**src/rtl/adc_cal_pkg.sv**
```systemverilog
package adc_cal_pkg;

  typedef enum logic [2:0] {
    ST_IDLE,
    ST_OFS,
    ST_GAIN,
    ST_PREP,
    ST_DIV,
    ST_CORR,
    ST_WRITE
  } cal_state_e;

  typedef enum logic [1:0] {
    SP_IDLE,
    SP_SETTLE,
    SP_SAMPLE
  } step_state_e;

endpackage

```
**src/rtl/adc_cal_step.sv**
```systemverilog
module adc_cal_step
  import adc_cal_pkg::*;
#(
  parameter int DAC_W = 16,
  parameter int ADC_W = 10
) (
  input  logic             clk_i,
  input  logic             rst_ni,
  input  logic             go_i,
  input  logic [DAC_W-1:0] code_i,
  output logic [DAC_W-1:0] dac_code_o,
  output logic             dac_load_o,
  input  logic             dac_settled_i,
  input  logic             adc_valid_i,
  input  logic [ADC_W-1:0] adc_code_i,
  output logic             smp_valid_o,
  output logic [ADC_W-1:0] smp_code_o
);

  step_state_e st_q;

  always_ff @(posedge clk_i or negedge rst_ni) begin
    if (!rst_ni) begin
      st_q        <= SP_IDLE;
      dac_code_o  <= '0;
      dac_load_o  <= 1'b0;
      smp_valid_o <= 1'b0;
      smp_code_o  <= '0;
    end else begin
      dac_load_o  <= 1'b0;
      smp_valid_o <= 1'b0;
      case (st_q)
        SP_IDLE: if (go_i) begin
          dac_code_o <= code_i;
          dac_load_o <= 1'b1;
          st_q       <= SP_SETTLE;
        end
        // valid before the settle acknowledge is stale and dropped
        SP_SETTLE: if (dac_settled_i) st_q <= SP_SAMPLE;
        SP_SAMPLE: if (adc_valid_i) begin
          smp_valid_o <= 1'b1;
          smp_code_o  <= adc_code_i;
          st_q        <= SP_IDLE;
        end
        default: st_q <= SP_IDLE;
      endcase
    end
  end

  AST_LOAD_ONE_CYCLE: assert property (@(posedge clk_i) disable iff (!rst_ni)
    dac_load_o |=> !dac_load_o);
  AST_SAMPLE_NOT_AT_LOAD: assert property (@(posedge clk_i) disable iff (!rst_ni)
    smp_valid_o |-> !dac_load_o);
  AST_CODE_HELD: assert property (@(posedge clk_i) disable iff (!rst_ni)
    (st_q != SP_IDLE) |=> $stable(dac_code_o));

endmodule

```
**src/rtl/adc_cal_div.sv**
```systemverilog
module adc_cal_div #(
  parameter int NUM_W = 31,
  parameter int DEN_W = 18
) (
  input  logic             clk_i,
  input  logic             rst_ni,
  input  logic             start_i,
  input  logic [NUM_W-1:0] num_i,
  input  logic [DEN_W-1:0] den_i,
  output logic             done_o,
  output logic [NUM_W-1:0] quo_o
);

  localparam int CNT_W = $clog2(NUM_W + 1);

  logic [DEN_W-1:0] rem_q, den_q;
  logic [CNT_W-1:0] cnt_q;
  logic             busy_q;
  logic [DEN_W:0]   trial;
  logic             fits;

  assign trial = {rem_q, quo_o[NUM_W-1]};
  assign fits  = trial >= {1'b0, den_q};

  always_ff @(posedge clk_i or negedge rst_ni) begin
    if (!rst_ni) begin
      rem_q  <= '0;
      den_q  <= '0;
      cnt_q  <= '0;
      busy_q <= 1'b0;
      done_o <= 1'b0;
      quo_o  <= '0;
    end else begin
      done_o <= 1'b0;
      if (start_i && !busy_q) begin
        rem_q  <= '0;
        den_q  <= den_i;
        quo_o  <= num_i;
        cnt_q  <= CNT_W'(NUM_W);
        busy_q <= 1'b1;
      end else if (busy_q) begin
        rem_q <= fits ? DEN_W'(trial - {1'b0, den_q}) : trial[DEN_W-1:0];
        quo_o <= {quo_o[NUM_W-2:0], fits};
        cnt_q <= cnt_q - 1'b1;
        if (cnt_q == CNT_W'(1)) begin
          busy_q <= 1'b0;
          done_o <= 1'b1;
        end
      end
    end
  end

  AST_DIV_REM_BOUND: assert property (@(posedge clk_i) disable iff (!rst_ni)
    busy_q |-> (rem_q < den_q));
  AST_DIV_DONE_PULSE: assert property (@(posedge clk_i) disable iff (!rst_ni)
    done_o |=> !done_o);

endmodule

```
**src/rtl/adc_cal_corr.sv**
```systemverilog
module adc_cal_corr #(
  parameter int OFS_W  = 18,
  parameter int FAC_W  = 16,
  parameter int COR_W  = 32,
  parameter int SHIFT  = 6,
  parameter int FRAC_W = 14
) (
  input  logic signed [OFS_W-1:0] ofs_i,
  input  logic        [FAC_W-1:0] fac_i,
  output logic        [COR_W-1:0] corr_o
);

  localparam int PROD_W = OFS_W + FAC_W;

  logic signed [FAC_W-1:0]  fac_s;
  logic signed [PROD_W-1:0] prod, scaled, full;

  assign fac_s  = $signed(fac_i);
  assign prod   = ofs_i * fac_s;
  assign scaled = prod >>> SHIFT;
  assign full   = $signed(PROD_W'(1) << (FRAC_W - 1)) - scaled;

  generate
    if (PROD_W >= COR_W) begin : g_trunc
      assign corr_o = full[COR_W-1:0];
    end else begin : g_ext
      assign corr_o = {{(COR_W-PROD_W){full[PROD_W-1]}}, full};
    end
  endgenerate

endmodule

```
**src/rtl/adc_cal_seq.sv**
```systemverilog
module adc_cal_seq
  import adc_cal_pkg::*;
#(
  parameter int DAC_W     = 16,
  parameter int ADC_W     = 10,
  parameter int FRAC_W    = 14,
  parameter int STEP_LOG2 = 4
) (
  input  logic                  clk_i,
  input  logic                  rst_ni,
  input  logic                  start_i,
  input  logic                  diff_i,
  output logic [DAC_W-1:0]      dac_code_o,
  output logic                  dac_load_o,
  input  logic                  dac_settled_i,
  input  logic                  adc_valid_i,
  input  logic [ADC_W-1:0]      adc_code_i,
  output logic [FRAC_W+1:0]     factor_o,
  output logic [2*FRAC_W+3:0]   correction_o,
  output logic                  param_we_o,
  output logic                  done_o,
  output logic                  err_o
);

  localparam int LSB_SH = DAC_W - ADC_W;
  localparam int OFS_W  = DAC_W + 2;
  localparam int MID_W  = DAC_W + 1;
  localparam int NUM_W  = MID_W + FRAC_W;
  localparam int FAC_W  = FRAC_W + 2;
  localparam int COR_W  = 2 * FAC_W;
  localparam int HALF_L = 1 << (LSB_SH - 1);
  localparam logic [DAC_W:0] STEP = (DAC_W+1)'(1) << STEP_LOG2;

  cal_state_e st_q;
  logic                    diff_q, first_q, seen_q, step_go_q, div_go_q;
  logic [DAC_W-1:0]        dac_pos_q, prev_q;
  logic [ADC_W-1:0]        last_q;
  logic signed [OFS_W-1:0] ofs_q;
  logic [MID_W-1:0]        mid_q;

  logic                    smp_valid, div_done;
  logic [ADC_W-1:0]        smp_code;
  logic [NUM_W-1:0]        quo;
  logic [COR_W-1:0]        corr_w;

  // ramp stepping
  logic [DAC_W:0]          nxt;
  logic                    ramp_end;
  assign nxt      = {1'b0, dac_pos_q} + STEP;
  assign ramp_end = nxt[DAC_W];

  // offset candidates
  logic signed [OFS_W-1:0] ofs_se, ofs_d;
  assign ofs_se = $signed({2'b00, smp_code, {LSB_SH{1'b0}}})
                - $signed(OFS_W'(HALF_L))
                - $signed({2'b00, dac_pos_q});
  assign ofs_d  = {{2{smp_code[ADC_W-1]}}, smp_code, {LSB_SH{1'b0}}};

  // top code and its DAC-count equivalent
  logic [ADC_W-1:0] top_code;
  logic [OFS_W-1:0] top_cnt;
  logic             top_hit;
  assign top_code = diff_q ? {1'b0, {(ADC_W-1){1'b1}}} : {ADC_W{1'b1}};
  assign top_cnt  = {2'b00, top_code, {LSB_SH{1'b0}}};
  assign top_hit  = smp_code == top_code;

  logic [DAC_W-1:0] step_len;
  logic [MID_W-1:0] mid_w;
  assign step_len = dac_pos_q - prev_q;
  assign mid_w    = {1'b0, dac_pos_q} + MID_W'(step_len >> 1);

  logic signed [OFS_W:0] den_s;
  logic                  den_bad, quo_big;
  assign den_s   = $signed({1'b0, top_cnt}) - $signed({ofs_q[OFS_W-1], ofs_q});
  assign den_bad = den_s <= 0;
  assign quo_big = |quo[NUM_W-1:FAC_W-1];

  adc_cal_step #(.DAC_W(DAC_W), .ADC_W(ADC_W)) u_step (
    .clk_i        (clk_i),
    .rst_ni       (rst_ni),
    .go_i         (step_go_q),
    .code_i       (dac_pos_q),
    .dac_code_o   (dac_code_o),
    .dac_load_o   (dac_load_o),
    .dac_settled_i(dac_settled_i),
    .adc_valid_i  (adc_valid_i),
    .adc_code_i   (adc_code_i),
    .smp_valid_o  (smp_valid),
    .smp_code_o   (smp_code)
  );

  adc_cal_div #(.NUM_W(NUM_W), .DEN_W(OFS_W)) u_div (
    .clk_i  (clk_i),
    .rst_ni (rst_ni),
    .start_i(div_go_q),
    .num_i  ({mid_q, {FRAC_W{1'b0}}}),
    .den_i  (den_s[OFS_W-1:0]),
    .done_o (div_done),
    .quo_o  (quo)
  );

  adc_cal_corr #(.OFS_W(OFS_W), .FAC_W(FAC_W), .COR_W(COR_W),
                 .SHIFT(LSB_SH), .FRAC_W(FRAC_W)) u_corr (
    .ofs_i (ofs_q),
    .fac_i (factor_o),
    .corr_o(corr_w)
  );

  always_ff @(posedge clk_i or negedge rst_ni) begin
    if (!rst_ni) begin
      st_q         <= ST_IDLE;
      diff_q       <= 1'b0;
      first_q      <= 1'b0;
      seen_q       <= 1'b0;
      step_go_q    <= 1'b0;
      div_go_q     <= 1'b0;
      dac_pos_q    <= '0;
      prev_q       <= '0;
      last_q       <= '0;
      ofs_q        <= '0;
      mid_q        <= '0;
      factor_o     <= '0;
      correction_o <= '0;
      param_we_o   <= 1'b0;
      done_o       <= 1'b0;
      err_o        <= 1'b0;
    end else begin
      step_go_q <= 1'b0;
      div_go_q  <= 1'b0;
      case (st_q)
        ST_IDLE: if (start_i) begin
          diff_q    <= diff_i;
          done_o    <= 1'b0;
          err_o     <= 1'b0;
          dac_pos_q <= '0;
          first_q   <= 1'b1;
          step_go_q <= 1'b1;
          st_q      <= ST_OFS;
        end
        ST_OFS: if (smp_valid) begin
          if (diff_q || (!first_q && smp_code != last_q)) begin
            ofs_q     <= diff_q ? ofs_d : ofs_se;
            dac_pos_q <= '0;
            first_q   <= 1'b1;
            seen_q    <= 1'b0;
            step_go_q <= 1'b1;
            st_q      <= ST_GAIN;
          end else begin
            if (first_q) last_q <= smp_code;
            first_q <= 1'b0;
            if (ramp_end) begin
              done_o <= 1'b1;
              err_o  <= 1'b1;
              st_q   <= ST_IDLE;
            end else begin
              dac_pos_q <= nxt[DAC_W-1:0];
              step_go_q <= 1'b1;
            end
          end
        end
        ST_GAIN: if (smp_valid) begin
          first_q <= 1'b0;
          if (top_hit) begin
            // a top step with no step below it gives no width estimate
            if (!seen_q || first_q) begin
              done_o <= 1'b1;
              err_o  <= 1'b1;
              st_q   <= ST_IDLE;
            end else begin
              mid_q <= mid_w;
              st_q  <= ST_PREP;
            end
          end else begin
            if (first_q) begin
              last_q <= smp_code;
            end else if (smp_code != last_q) begin
              last_q <= smp_code;
              prev_q <= dac_pos_q;
              seen_q <= 1'b1;
            end
            if (ramp_end) begin
              done_o <= 1'b1;
              err_o  <= 1'b1;
              st_q   <= ST_IDLE;
            end else begin
              dac_pos_q <= nxt[DAC_W-1:0];
              step_go_q <= 1'b1;
            end
          end
        end
        ST_PREP: begin
          if (den_bad) begin
            done_o <= 1'b1;
            err_o  <= 1'b1;
            st_q   <= ST_IDLE;
          end else begin
            div_go_q <= 1'b1;
            st_q     <= ST_DIV;
          end
        end
        ST_DIV: if (div_done) begin
          if (quo_big) begin
            done_o <= 1'b1;
            err_o  <= 1'b1;
            st_q   <= ST_IDLE;
          end else begin
            factor_o <= quo[FAC_W-1:0];
            st_q     <= ST_CORR;
          end
        end
        ST_CORR: begin
          correction_o <= corr_w;
          param_we_o   <= 1'b1;
          st_q         <= ST_WRITE;
        end
        ST_WRITE: begin
          param_we_o <= 1'b0;
          done_o     <= 1'b1;
          st_q       <= ST_IDLE;
        end
        default: st_q <= ST_IDLE;
      endcase
    end
  end

  AST_WE_THEN_DONE: assert property (@(posedge clk_i) disable iff (!rst_ni)
    param_we_o |=> (done_o && !err_o));
  AST_WE_SINGLE: assert property (@(posedge clk_i) disable iff (!rst_ni)
    param_we_o |=> !param_we_o);
  AST_ERR_WITH_DONE: assert property (@(posedge clk_i) disable iff (!rst_ni)
    err_o |-> done_o);
  AST_FACTOR_BELOW_TWO: assert property (@(posedge clk_i) disable iff (!rst_ni)
    param_we_o |-> !factor_o[FAC_W-1]);
  AST_DONE_HOLD: assert property (@(posedge clk_i) disable iff (!rst_ni)
    (done_o && !start_i) |=> done_o);
  AST_START_CLEARS: assert property (@(posedge clk_i) disable iff (!rst_ni)
    (done_o && start_i) |=> (!done_o && !err_o));
  AST_NO_LOAD_WHEN_DONE: assert property (@(posedge clk_i) disable iff (!rst_ni)
    done_o |-> !dac_load_o);

endmodule

```
**config.mk**
```make
export PLATFORM = sky130hd
export DESIGN_NAME = adc_cal_seq
export DESIGN_NICKNAME = d
export VERILOG_FILES = /design/src/rtl/adc_cal_pkg.sv /design/src/rtl/adc_cal_step.sv /design/src/rtl/adc_cal_div.sv /design/src/rtl/adc_cal_corr.sv /design/src/rtl/adc_cal_seq.sv
export SDC_FILE = /design/constraint.sdc
export NUM_CORES = 1
export LEC_CHECK = 0
export ABC_AREA = 1
export BUFFER_PORTS_ARGS = -buffer_cell sky130_fd_sc_hd__buf_2
export CAP_MARGIN = 15
export CORE_MARGIN = 2
export CORE_UTILIZATION = 40
export DETAILED_ROUTE_END_ITERATION = 12
export PLACE_DENSITY = 0.63
export SYNTH_ARGS = -nofsm -noshare
export SYNTH_HDL_FRONTEND = slang
export SYNTH_SLANG_ARGS = --single-unit
```
**constraint.sdc**
```tcl
create_clock -name clk_i -period 6.7 [get_ports clk_i]
set_clock_uncertainty 0.15 [all_clocks]
set_input_delay 1.005 -clock clk_i [delete_from_list [all_inputs] [get_ports clk_i]]
set_output_delay 1.005 -clock clk_i [all_outputs]
set_load 0.01 [all_outputs]
```
* Yosys cells after proc, flatten, opt, wreduce, memory -nomap -nowiden
Cells that the tools add are included.
** Word-level totals
- Bits in registers :: 240
- Latch bits :: 0
- Memory bits (writable) :: 0
- Memory bits (read-only) :: 0
- Output and inout bits :: 68
- Logic and storage cells :: 190
- Memories :: 0
** Cells by class
- Add/sub/neg operators :: 9
- $mul :: 1
- Divide/modulo/power cells :: 0
- $lt $le $gt $ge :: 2
- Equality and inequality tests :: 28
- Shift operators :: 0
- Multiplexer cells :: 88
- Bitwise logic cells :: 4
- Reductions and logical operators :: 31
** Operator list (number)
- $mux W16 :: 6
- $mux W10 :: 8
- $mux W18 :: 4
- $mux W31 :: 2
- $pmux W16 S3 :: 1
- $mux W1 :: 43
- $mul A18 B16 Y34 :: 1
- $sub A15 B28 Y29 const A :: 1
- $mux W3 :: 9
- $ne A2 B2 Y1 const B :: 12
- $pmux W10 S2 :: 1
- $ge A19 B18 Y1 :: 1
- $le A19 B1 Y1 const B :: 1
- $sub A17 B18 Y19 :: 1
- $pmux W3 S6 :: 1
- $reduce_and A9 Y1 :: 2
- $sub A17 B17 Y18 :: 1
- $sub A18 B18 Y18 :: 1
- $add A16 B15 Y17 :: 1
- $add A16 B5 Y17 const B :: 1
- $sub A16 B6 Y17 const B :: 1
- $reduce_or A16 Y1 :: 1
- $sub A16 B16 Y16 :: 1
- $reduce_and A7 Y1 :: 2
- 32 further kinds :: 60

* Longest topological paths before layout
Gate-level depths: netlist of run 1.
- Word-level depth :: 6
- Mapped depth :: 36
- Mapped depth without buffers :: 34

* Modules after synthesis
Synthesis of run 1 repeated with hierarchy kept, for this count alone.
** Unflattened totals
- Cells, all modules :: 3769
- Area, all modules :: 26953.4 um^2
** Modules (own cells, without submodules)
- adc_cal_corr :: times used 1, cells an instance 1986, area an instance 13566.8 um^2, sequential area each 0.0 um^2
- adc_cal_seq :: times used 1, cells an instance 1065, area an instance 7788.7 um^2, sequential area each 3103.0 um^2
- adc_cal_div :: times used 1, cells an instance 590, area an instance 4396.7 um^2, sequential area each 1851.8 um^2
- adc_cal_step :: times used 1, cells an instance 128, area an instance 1201.2 um^2, sequential area each 750.7 um^2

* Least setup slack after synthesis of run 1
Ideal clock, no wire load.
- Kind :: flip-flop to flip-flop
- Start :: reg factor_o[5]
- End :: reg correction_o[30]
- Setup time :: 0.117 ns
- Arrival time :: 6.358 ns
- Data required time :: 6.433 ns
- Slack :: 0.075 ns
- Cell stages (with the launch flop) :: 29
- Path buffers :: 2
- Cells stage by stage :: dfrtp_1 -> clkbuf_1 -> clkbuf_1 -> nand2_1 -> fa_1 -> inv_1 -> fa_1 -> fa_1 -> fa_1 -> fa_1 -> inv_1 -> fa_1 -> inv_1 -> ha_1 -> nand2_1 -> nor2_1 -> inv_1 -> nor3_1 -> nand3_1 -> nand3_1 -> nand2_1 -> nor2_1 -> nand2_1 -> nor2_1 -> nand3_1 -> nand2_1 -> nand2_1 -> nand3_1 -> nand2_1
** On the way
- Word-level cells in the longest chain between the ends :: 2
** RTL lines
- start: declaration :: RTL line adc_cal_seq.sv:18 : output logic [FRAC_W+1:0] factor_o,
- start signal: assignment :: RTL line adc_cal_seq.sv:207 : factor_o <= quo[FAC_W-1:0];
- $mul A18 B16 Y34 :: RTL line adc_cal_corr.sv:19 : assign prod = ofs_i * fac_s;
- $sub A15 B28 Y29 :: RTL line adc_cal_corr.sv:21 : assign full = $signed(PROD_W'(1) << (FRAC_W - 1)) - scaled;
- end signal: assignment :: RTL line adc_cal_seq.sv:212 : correction_o <= corr_w;
- end: declaration :: RTL line adc_cal_seq.sv:19 : output logic [2*FRAC_W+3:0] correction_o,
No other way between the ends.
A chain may end at the register's enable or synchronous reset.

* Worst setup path in the final report of run 1
- Start :: reg ofs_q[17]
- End :: reg correction_o[30]
** On the way
- Word-level cells in the longest chain between the ends :: 2
** RTL lines
- start: declaration :: RTL line adc_cal_seq.sv:38 : logic signed [OFS_W-1:0] ofs_q;
- start signal: assignment :: RTL line adc_cal_seq.sv:142 : ofs_q <= diff_q ? ofs_d : ofs_se;
- $mul A18 B16 Y34 :: RTL line adc_cal_corr.sv:19
- $sub A15 B28 Y29 :: RTL line adc_cal_corr.sv:21
No other way between the ends.

==> results of run 1 <==
## cells by family (layout without fill, tap and decap cells)
| kind of cell | count (synthesis) | in the layout |
|---|---|---|
| and+or+nand+nor | 1248 | 1248 |
| other | 2 | 33 |
| DFF | 220 | 220 |
| xor gates and xnor gates | 91 | 91 |
| AOI/OAI and AO/OA | 364 | 364 |
| buffers and inverters | 870 | 1021 |
| adders and majority gates | 415 | 415 |
## layout by cell type (no fill, tap or decap), types with 11 or more instances in the layout
master     count
inv_1        750
clkbuf_16     26
buf_4        109
dfrtp_1      205
o21ai_1       14
buf_2         78
xnor2_1       31
nor2_1       140
xor2_1        60
ha_1         127
nand2_2       51
dfrtp_2       14
nand2_1      805
a21oi_1       86
nand4_1       49
conb_1        33
o221ai_1      14
o22ai_1       20
nor2_2        25
nand3_1       93
fa_1         271
inv_2         11
buf_12        12
nor3_1        22
o21ai_0      173
## worst register-to-register path, delay by kind of cell, from the launching register on
family	cells	cell delay, ns
simple gates	15	1.33
flops	1	0.47
buf+inv	9	0.90
compound gates	2	0.17
fa+ha+maj	7	3.36
## sequential cells by signal, indices dropped and copies added, names as in the netlist, 2 cells and up
signal and count:
u_div.quo_o 31, correction_o 29, u_step.st_q 2, u_div.den_q 17, u_div.rem_q 18, mid_q 16
u_div.cnt_q 5, factor_o 16, prev_q 12, st_q 3, dac_pos_q 12, ofs_q 15
u_step.dac_code_o 12, u_step.smp_code_o 10, last_q 10
## power by group
group	internal (W)	total (W)	switching, W
Sequential	0.00178	0.00215	0.000366
Clock	0.000764	0.00134	0.000579
Combinational	0.00168	0.00442	0.00275
Total	0.00422	0.00792	0.00369
## final cells by class
type	count	area share, %
Sequential cell	220	19.9
Tap cell	773	3.49
Inverter	762	10.3
Multi-Input combinational cell	2151	57.3
Clock inverter	5	0.194
Timing Repair Buffer	214	6.05
Clock buffer	40	2.68
## layer usage
| metal | GRT usage, % | vias to the layer above | routed length, um |
|---|---|---|---|
| met1 | 25.9 | 9628 | 26500 |
| met3 | 1.62 | 102 | 2530 |
| li1 | - | 10000 | - |
| met5 | 0 | - | 0 |
| met4 | 5.73 | 0 | 1800 |
| met2 | 37.3 | 441 | 31500 |
## stage by stage
stage               setup slack (ns)  std cells  total power [W]  setup TNS [ns]
floorplan                     0.0750       3241          0.00526               0
global placement              -0.444       4099          0.00641           -1.68
detailed placement            -0.329       4099          0.00645           -1.26
CTS                           0.0106       4144          0.00784               0
global route                 -0.0717       4165          0.00868          -0.260
finish                         0.241       4165          0.00792               0
## worst paths after layout
kind                                     to      startpoint  depth (start not counted)  slack, ns
min in group clk_i             u_div.done_o  u_div.cnt_q[4]                          1       0.31
max in group asynchronous      factor_o[12]          rst_ni                          2       4.96
max reg2reg                correction_o[30]       ofs_q[17]                         33       0.24
min                               prev_q[5]          rst_ni                          1       0.31
min reg2reg                    u_div.done_o  u_div.cnt_q[4]                          1       0.31
max                        correction_o[30]       ofs_q[17]                         33       0.24
## what timing repair did
| item | CTS | global route |
|---|---|---|
| pin swaps | 0 | 36 |
| resized for setup | 4 | 151 |
| endpoints found under the setup margin | 5 | 19 |
| buffers inserted | 0 | 17 |
| hold endpoints to repair | 0 | 0 |
==> flow_summary.ini, run 1 <==
[status]
status = complete, no violations

[synth]
synthMuxAreaShare_pct = 0
syn-instance-count = 3210
synth_seq_cells = 220
synthAdderAreaFrac_pct = 30.1
syn-cell-area_um2 = 24100
avgSynthCellArea_um2 = 7.51
synthTopCellsByCount = 842 x nand2_1, 756 x inv_1, 274 x fa_1
synthTopCellsByArea = dfrtp_1 23%, fa_1 23%, nand2_1 13%
synth_top_area_cell = dfrtp_1
synth.most_common_cell = nand2_1
synth_compound_area_share_pct = 8.45
synth_edf_count = 0
synth_top_area_share_pct = 22.8
synth_top_family_by_area = adder cells
synth_ff_type = dfrtp_1
synth_xor_area_share_pct = 3.31
synthDistinctLibCells = 51
ys_seq_area_share_pct = 22.8
yosys.area_share.simple_pct = 21.6
yosys_warnings = 0
async_flop_share_pct = 100

[worst_setup_path]
path_delay_family = adder cells
crit_buf_inv = 9
crit_required_ns = 7.00
slowest_delay_ns = 0.57
crit_type = register to register
critPathMaxFanout = 8
end_kind = register
critPathSlowestCell = fa_2
critPathLaunchType = register
critPathArrivalTime_ns = 6.76
cpMostUsedCell = nand2_1

[floorplanning]
num_rows = 89
core_um2 = 59200
io_pins = 84
start_util_pct = 40.7
dieArea_um2 = 62200
die_h_um = 249
fp.dieW_um = 249

[cts]
cts_hold_buf = 0
cts_buffer_depth = 3
clkLatencyLatePin_ns = 0.56
cts.sinks = 220
h-tree-depth = 1
numCtsBuffers = 26
cts_root_buf = clkbuf_16
cts_tree = yes
clk_pin_slew_ns = 0.06

[job]
max_cap_viol_count = 0

[timing]
fin_crit_ns = 6.46
hold_slack_ns = 0.306
setup_viol = 0
fmax_mhz = 155
finalCritPeriodShare_pct = 96.4
hold_violations = 0
maxSlewViolCount = 0
worst_pin_slew_ns = 1.10
relSlewSlack_pct = 26.9

[place]
dpl.hpwl_mm = 49.7
placed_area_um2 = 26100
gp_congestion = 0.908
io_buffers = 79

[detailed_routing]
drtIter0Drc = 1226
routed_wl_mm = 62.4
avgViaCountPerCell = 4.84
wl_per_cell_um = 15.0
dr.pass1.iters = 5
dr_total_vias = 20200
ant_nets = 0
drc = 0

[finish]
post-route-util_pct = 46.8
num-nets-final = 3806
fin_area_um2 = 27700
drive_above_1_share_pct = 12.4
multiInputGateArea_um2 = 15900
regArea_um2 = 5530
area_growth_pct = 15.1
diodes = 0
fillCellCount = 6007

[global_route]
grt_pass1_wl_mm = 104
grt_overflow_total = 0
antenna_found_initial = 0
grt_pass1_vias = 20500
grt_usage_pct = 20.4
grt_max_degree = 125

[power_and_ir_drop]
max-vdd-ir-drop_v = 0.000240
powerDensity_nw_per_um2 = 286
power.leakage_nw = 15.2

[worst_hold_path]
worst_hold_path_type = input port to asynchronous set/reset pin
No activity file was read; power rests on OpenSTA's default activity.
==> inputs of run 2 (changes only) <==
RECOVER_POWER = 50   (was default)
==> flow_summary.ini, run 2 (synthesized netlist as in run 1, its figures left out) <==
[worst_setup_path]
slowest_delay_ns = 0.57
r2r_cells = 33
ff2ff_setup_slack_ns = 0.25
critPathLaunchType = register
critPathSlowestCell = fa_2
regToRegStartpoint = ofs_q[17]
crit_buf_inv = 9
cpMostUsedCell = nand2_1
critPathMaxFanout = 8
crit_type = register to register
path_delay_family = adder cells
timing.rr.end = correction_o[26]
crit_required_ns = 7.00
end_kind = register
critPathArrivalTime_ns = 6.75

[cts]
cts_hold_buf = 0
h-tree-depth = 1
clk_pin_slew_ns = 0.06
cts_buffer_depth = 3
clkLatencyLatePin_ns = 0.56
cts.sinks = 220
cts_tree = yes
cts_root_buf = clkbuf_16
numCtsBuffers = 26

[power_and_ir_drop]
clkPwrFrac_pct = 17.0
power.leakage_nw = 15.2
p_sw_w = 0.00369
intPower_w = 0.00422
powerDensity_nw_per_um2 = 286
max-vdd-ir-drop_v = 0.000240
switching_share_pct = 46.6
p_comb_share_pct = 55.9
power_frac_seq_pct = 27.1

[detailed_routing]
drc = 0
dr.pass1.iters = 5
routed_wl_mm = 62.4
ant_nets = 0
dr_total_vias = 20200
drtIter0Drc = 1268
avgViaCountPerCell = 4.84
wl_per_cell_um = 15.0

[floorplanning]
io_pins = 84
fp.dieW_um = 249
num_rows = 89
start_util_pct = 40.7
dieArea_um2 = 62200
die_h_um = 249
core_um2 = 59200

[timing]
fin_crit_ns = 6.45
hold_violations = 0
relSlewSlack_pct = -210
setup_viol = 0
finalSetupTns_ns = 0
worst_pin_slew_ns = 4.66
finalCritPeriodShare_pct = 96.2
maxSlewViolCount = 144
fmax_mhz = 155

[worst_hold_path]
hold_path_depth = 1
worst_hold_path_type = register to register
hold_end = u_div.done_o
min_from = u_div.cnt_q[4]

[global_route]
grt_overflow_total = 0
grt_pass1_vias = 20500
grt_max_degree = 125
grt_usage_pct = 20.4
grt_pass1_wl_mm = 104
antenna_found_initial = 0

[finish]
drive_above_1_share_pct = 12.2
regMostFlops = u_div.quo_o
diodes = 0
area_growth_pct = 15.0
largestRegisters = u_div.quo_o (31), correction_o (29), u_div.rem_q (18)
post-route-util_pct = 46.8
layout_commonest_cell = nand2_1
final_cell_mix = 805 x nand2_1, 751 x inv_1, 271 x fa_1
largest_register_ffs = 31
fin_area_um2 = 27700
fillCellCount = 6010
num-nets-final = 3806

[job]
max_cap_viol_count = 2

[place]
gp_congestion = 0.908
placed_area_um2 = 26100
dpl.hpwl_mm = 49.7
io_buffers = 79

[status]
violations = capacitance limit, slew limit
status = complete, but fails checks
[run 2: cell count changes in the layout (fill, tap and decap cells not counted), sizes merged]
cell           delta
clkdlybuf4s25     +1
clkbuf            +2
buf               -3
[run 2: timing repair]
item,in CTS,in global routing
pin swaps,0,36
endpoints found under the setup margin,5,19
resized for setup,4,151
setup buffers,0,17
[run 2: power groups by stage]
stage / logic (W) / registers [W] / clock network, W
global route: 0.00504 / 0.00221 / 0.00144
finish: 0.00442 / 0.00215 / 0.00134
detailed placement: 0.00429 / 0.00216 / 0
floorplan: 0.00320 / 0.00206 / 0
CTS: 0.00431 / 0.00215 / 0.00138
global placement: 0.00426 / 0.00216 / 0
[run 2: metal layers]
layer	wire length (um)	GRT usage [%]	up-vias
li1	-	-	10000
met1	26500	25.9	9618
met2	31600	37.3	447
met3	2540	1.62	106
met4	1790	5.73	0
met5	0	0	-
[run 2: worst max path at each step]
stage	startpoint	endpoint	slack, ns	cells after the start
after floorplan	factor_o[5]	correction_o[30]	0.07	28
after global placement	factor_o[12]	correction_o[25]	-0.44	26
after detailed placement	factor_o[12]	correction_o[25]	-0.33	26
after CTS	factor_o[9]	correction_o[17]	0.01	27
after global routing	factor_o[6]	correction_o[24]	-0.07	29
final	ofs_q[17]	correction_o[26]	0.25	33
[run 2: stage by stage]
| stage | cells | setup WS (ns) | power, W | hold slack (ns) |
|---|---|---|---|---|
| 2_1_floorplan | 3241 | 0.0750 | 0.00526 | 0.279 |
| 3_3_place_gp | 4099 | -0.444 | 0.00641 | 0.301 |
| 3_5_place_dp | 4099 | -0.329 | 0.00645 | 0.303 |
| 4_1_cts | 4144 | 0.0106 | 0.00784 | 0.309 |
| 5_1_grt | 4165 | -0.0717 | 0.00868 | 0.330 |
| 6_report | 4165 | 0.252 | 0.00791 | 0.305 |
[run 2: layout make-up]
type / count / area (um2) / share of cell area [%]
clock buffers: 40 / 743 / 2.68
well taps: 773 / 967 / 3.49
multi-input cells: 2151 / 15900 / 57.3
repair buffers: 214 / 1660 / 6.00
flip-flops and latches: 220 / 5530 / 19.9
clock inverters: 5 / 53.8 / 0.194
inverters: 762 / 2860 / 10.3
[run 2: worst register-to-register path: cells and delay by family (launching register included)]
family / cells / cell delay, ns
flip-flops: 1 / 0.47
AO/OA/AOI/OAI: 2 / 0.17
AND/OR/NAND/NOR: 15 / 1.33
adder cells (fa/ha/maj): 7 / 3.36
buffers and inverters: 9 / 0.89
==> inputs of run 3 (changes only) <==
PLACE_DENSITY = default   (was 0.63)
PLACE_DENSITY_LB_ADDON = 0.2   (was default)
==> flow_summary.ini, run 3 (synthesized netlist as in run 1, its figures left out) <==
[worst_setup_path]
crit_required_ns = 6.99
end_kind = register
r2r_cells = 31
critPathMaxFanout = 11
regToRegStartpoint = factor_o[6]
critical_path.endpoint = correction_o[21]
ff2ff_setup_slack_ns = 0.25
critPathLaunchType = register
cpMostUsedCell = nand2_1
slowest_delay_ns = 0.54
critPathSlowestCell = fa_1
critPathArrivalTime_ns = 6.74
crit_type = register to register
timing.rr.end = correction_o[21]
startpoint = factor_o[6]

[finish]
diodes = 0
area_growth_pct = 16.0
post-route-util_pct = 47.2
drive_above_1_share_pct = 11.1
num-nets-final = 3849
fillCellCount = 6050
final_cell_mix = 820 x nand2_1, 752 x inv_1, 271 x fa_1
layout_commonest_cell = nand2_1
regMostFlops = u_div.quo_o
multiInputGateArea_um2 = 15800
regArea_um2 = 5520
largest_register_ffs = 31
largestRegisters = u_div.quo_o (31), correction_o (29), u_div.rem_q (18)
fin_area_um2 = 28000

[place]
dpl.hpwl_mm = 52.5
gp_congestion = 0.897
pre_cts_slack_ns = -0.0840
placed_area_um2 = 26500
io_buffers = 79

[global_route]
grt_pass1_wl_mm = 108
grt_pass1_vias = 20600
grt_usage_pct = 21.5
antenna_found_initial = 0
grt_overflow_total = 0
grt_max_degree = 100

[detailed_routing]
drc = 0
ant_nets = 0
routed_wl_mm = 65.4
dr.pass1.iters = 7
drtIter0Drc = 1094
wl_per_cell_um = 15.5
avgViaCountPerCell = 4.83
dr_total_vias = 20300

[power_and_ir_drop]
powerDensity_nw_per_um2 = 294
power.leakage_nw = 15.3
max-vdd-ir-drop_v = 0.000241

[cts]
cts_buffer_depth = 3
cts_tree = yes
cts.sinks = 220
cts_root_buf = clkbuf_16
h-tree-depth = 1
clk_pin_slew_ns = 0.06
numCtsBuffers = 27
clkLatencyLatePin_ns = 0.55

[timing]
maxSlewViolCount = 169
fin_crit_ns = 6.45
hold_violations = 0
worst_pin_slew_ns = 4.63
worst_slack_ns = 0.255
finalSetupTns_ns = 0
setup_viol = 0
finalCritPeriodShare_pct = 96.2
relSlewSlack_pct = -208
fmax_mhz = 155

[status]
violations = capacitance limit, slew limit
status = complete, but fails checks

[worst_hold_path]
worst_hold_path_type = register to register

[floorplanning]
die_h_um = 249
dieArea_um2 = 62200
core_um2 = 59200
start_util_pct = 40.7
io_pins = 84
fp.dieW_um = 249
num_rows = 89

[job]
max_cap_viol_count = 3
==> run 3: power by group <==
part           leakage, nW  internal (W)  total (W)  switching [W]
combinational         12.2       0.00169    0.00455        0.00286
clock                0.443      0.000937    0.00152       0.000586
sequential            2.75       0.00179    0.00216       0.000371
total                 15.3       0.00441    0.00823        0.00382
==> run 3: how the worst min path moves through the flow <==
stage / start / end / slack [ns] / cells past startpoint
5_1_grt: u_div.cnt_q[4] / u_div.done_o / 0.34 / 1
3_3_place_gp: mid_q[2] / mid_q[2] / 0.30 / 2
3_5_place_dp: mid_q[1] / mid_q[1] / 0.30 / 2
6_report: u_div.cnt_q[4] / u_div.done_o / 0.31 / 1
2_1_floorplan: u_div.cnt_q[4] / u_div.done_o / 0.28 / 1
4_1_cts: mid_q[1] / mid_q[1] / 0.32 / 2
==> run 3: metrics by stage <==
stage               std cells  power (W)  hold slack, ns
finish                   4209    0.00823           0.312
global route             4209    0.00898           0.339
CTS                      4185    0.00819           0.319
detailed placement       4138    0.00662           0.303
global placement         4138    0.00659           0.301
floorplan                3241    0.00526           0.279
==> run 3: worst max-delay path: cells and delay by family (launching register included) <==
kind | cells | cell delay (ns)
adder cells (fa/ha/maj) | 7 | 3.50
AND/OR/NAND/NOR | 17 | 1.69
buffers and inverters | 7 | 0.56
flip-flops | 1 | 0.43
==> run 3: timing repair <==
| item | in CTS | in global routing |
|---|---|---|
| hold buffers | 0 | 0 |
| pin swaps | 0 | 17 |
| setup endpoints to repair | 13 | 21 |
| buffers inserted | 0 | 22 |
| gates resized for setup | 2 | 110 |
==> run 3: area by class of cell <==
cell class	count	area share, %
Tap cell	773	3.46
Clock inverter	9	0.555
Timing Repair Buffer	256	6.77
Inverter	762	10.2
Sequential cell	220	19.7
Clock buffer	38	2.71
Multi-Input combinational cell	2151	56.5
==> run 3: layer usage <==
metal | part of all wire, % | vias up | global-route usage [%]
met5 | 0 | - | 0
met4 | 2.2 | 0 | 4.75
met3 | 4.0 | 82 | 1.97
met2 | 50 | 370 | 38.0
met1 | 44 | 9775 | 28.5
li1 | - | 10100 | -
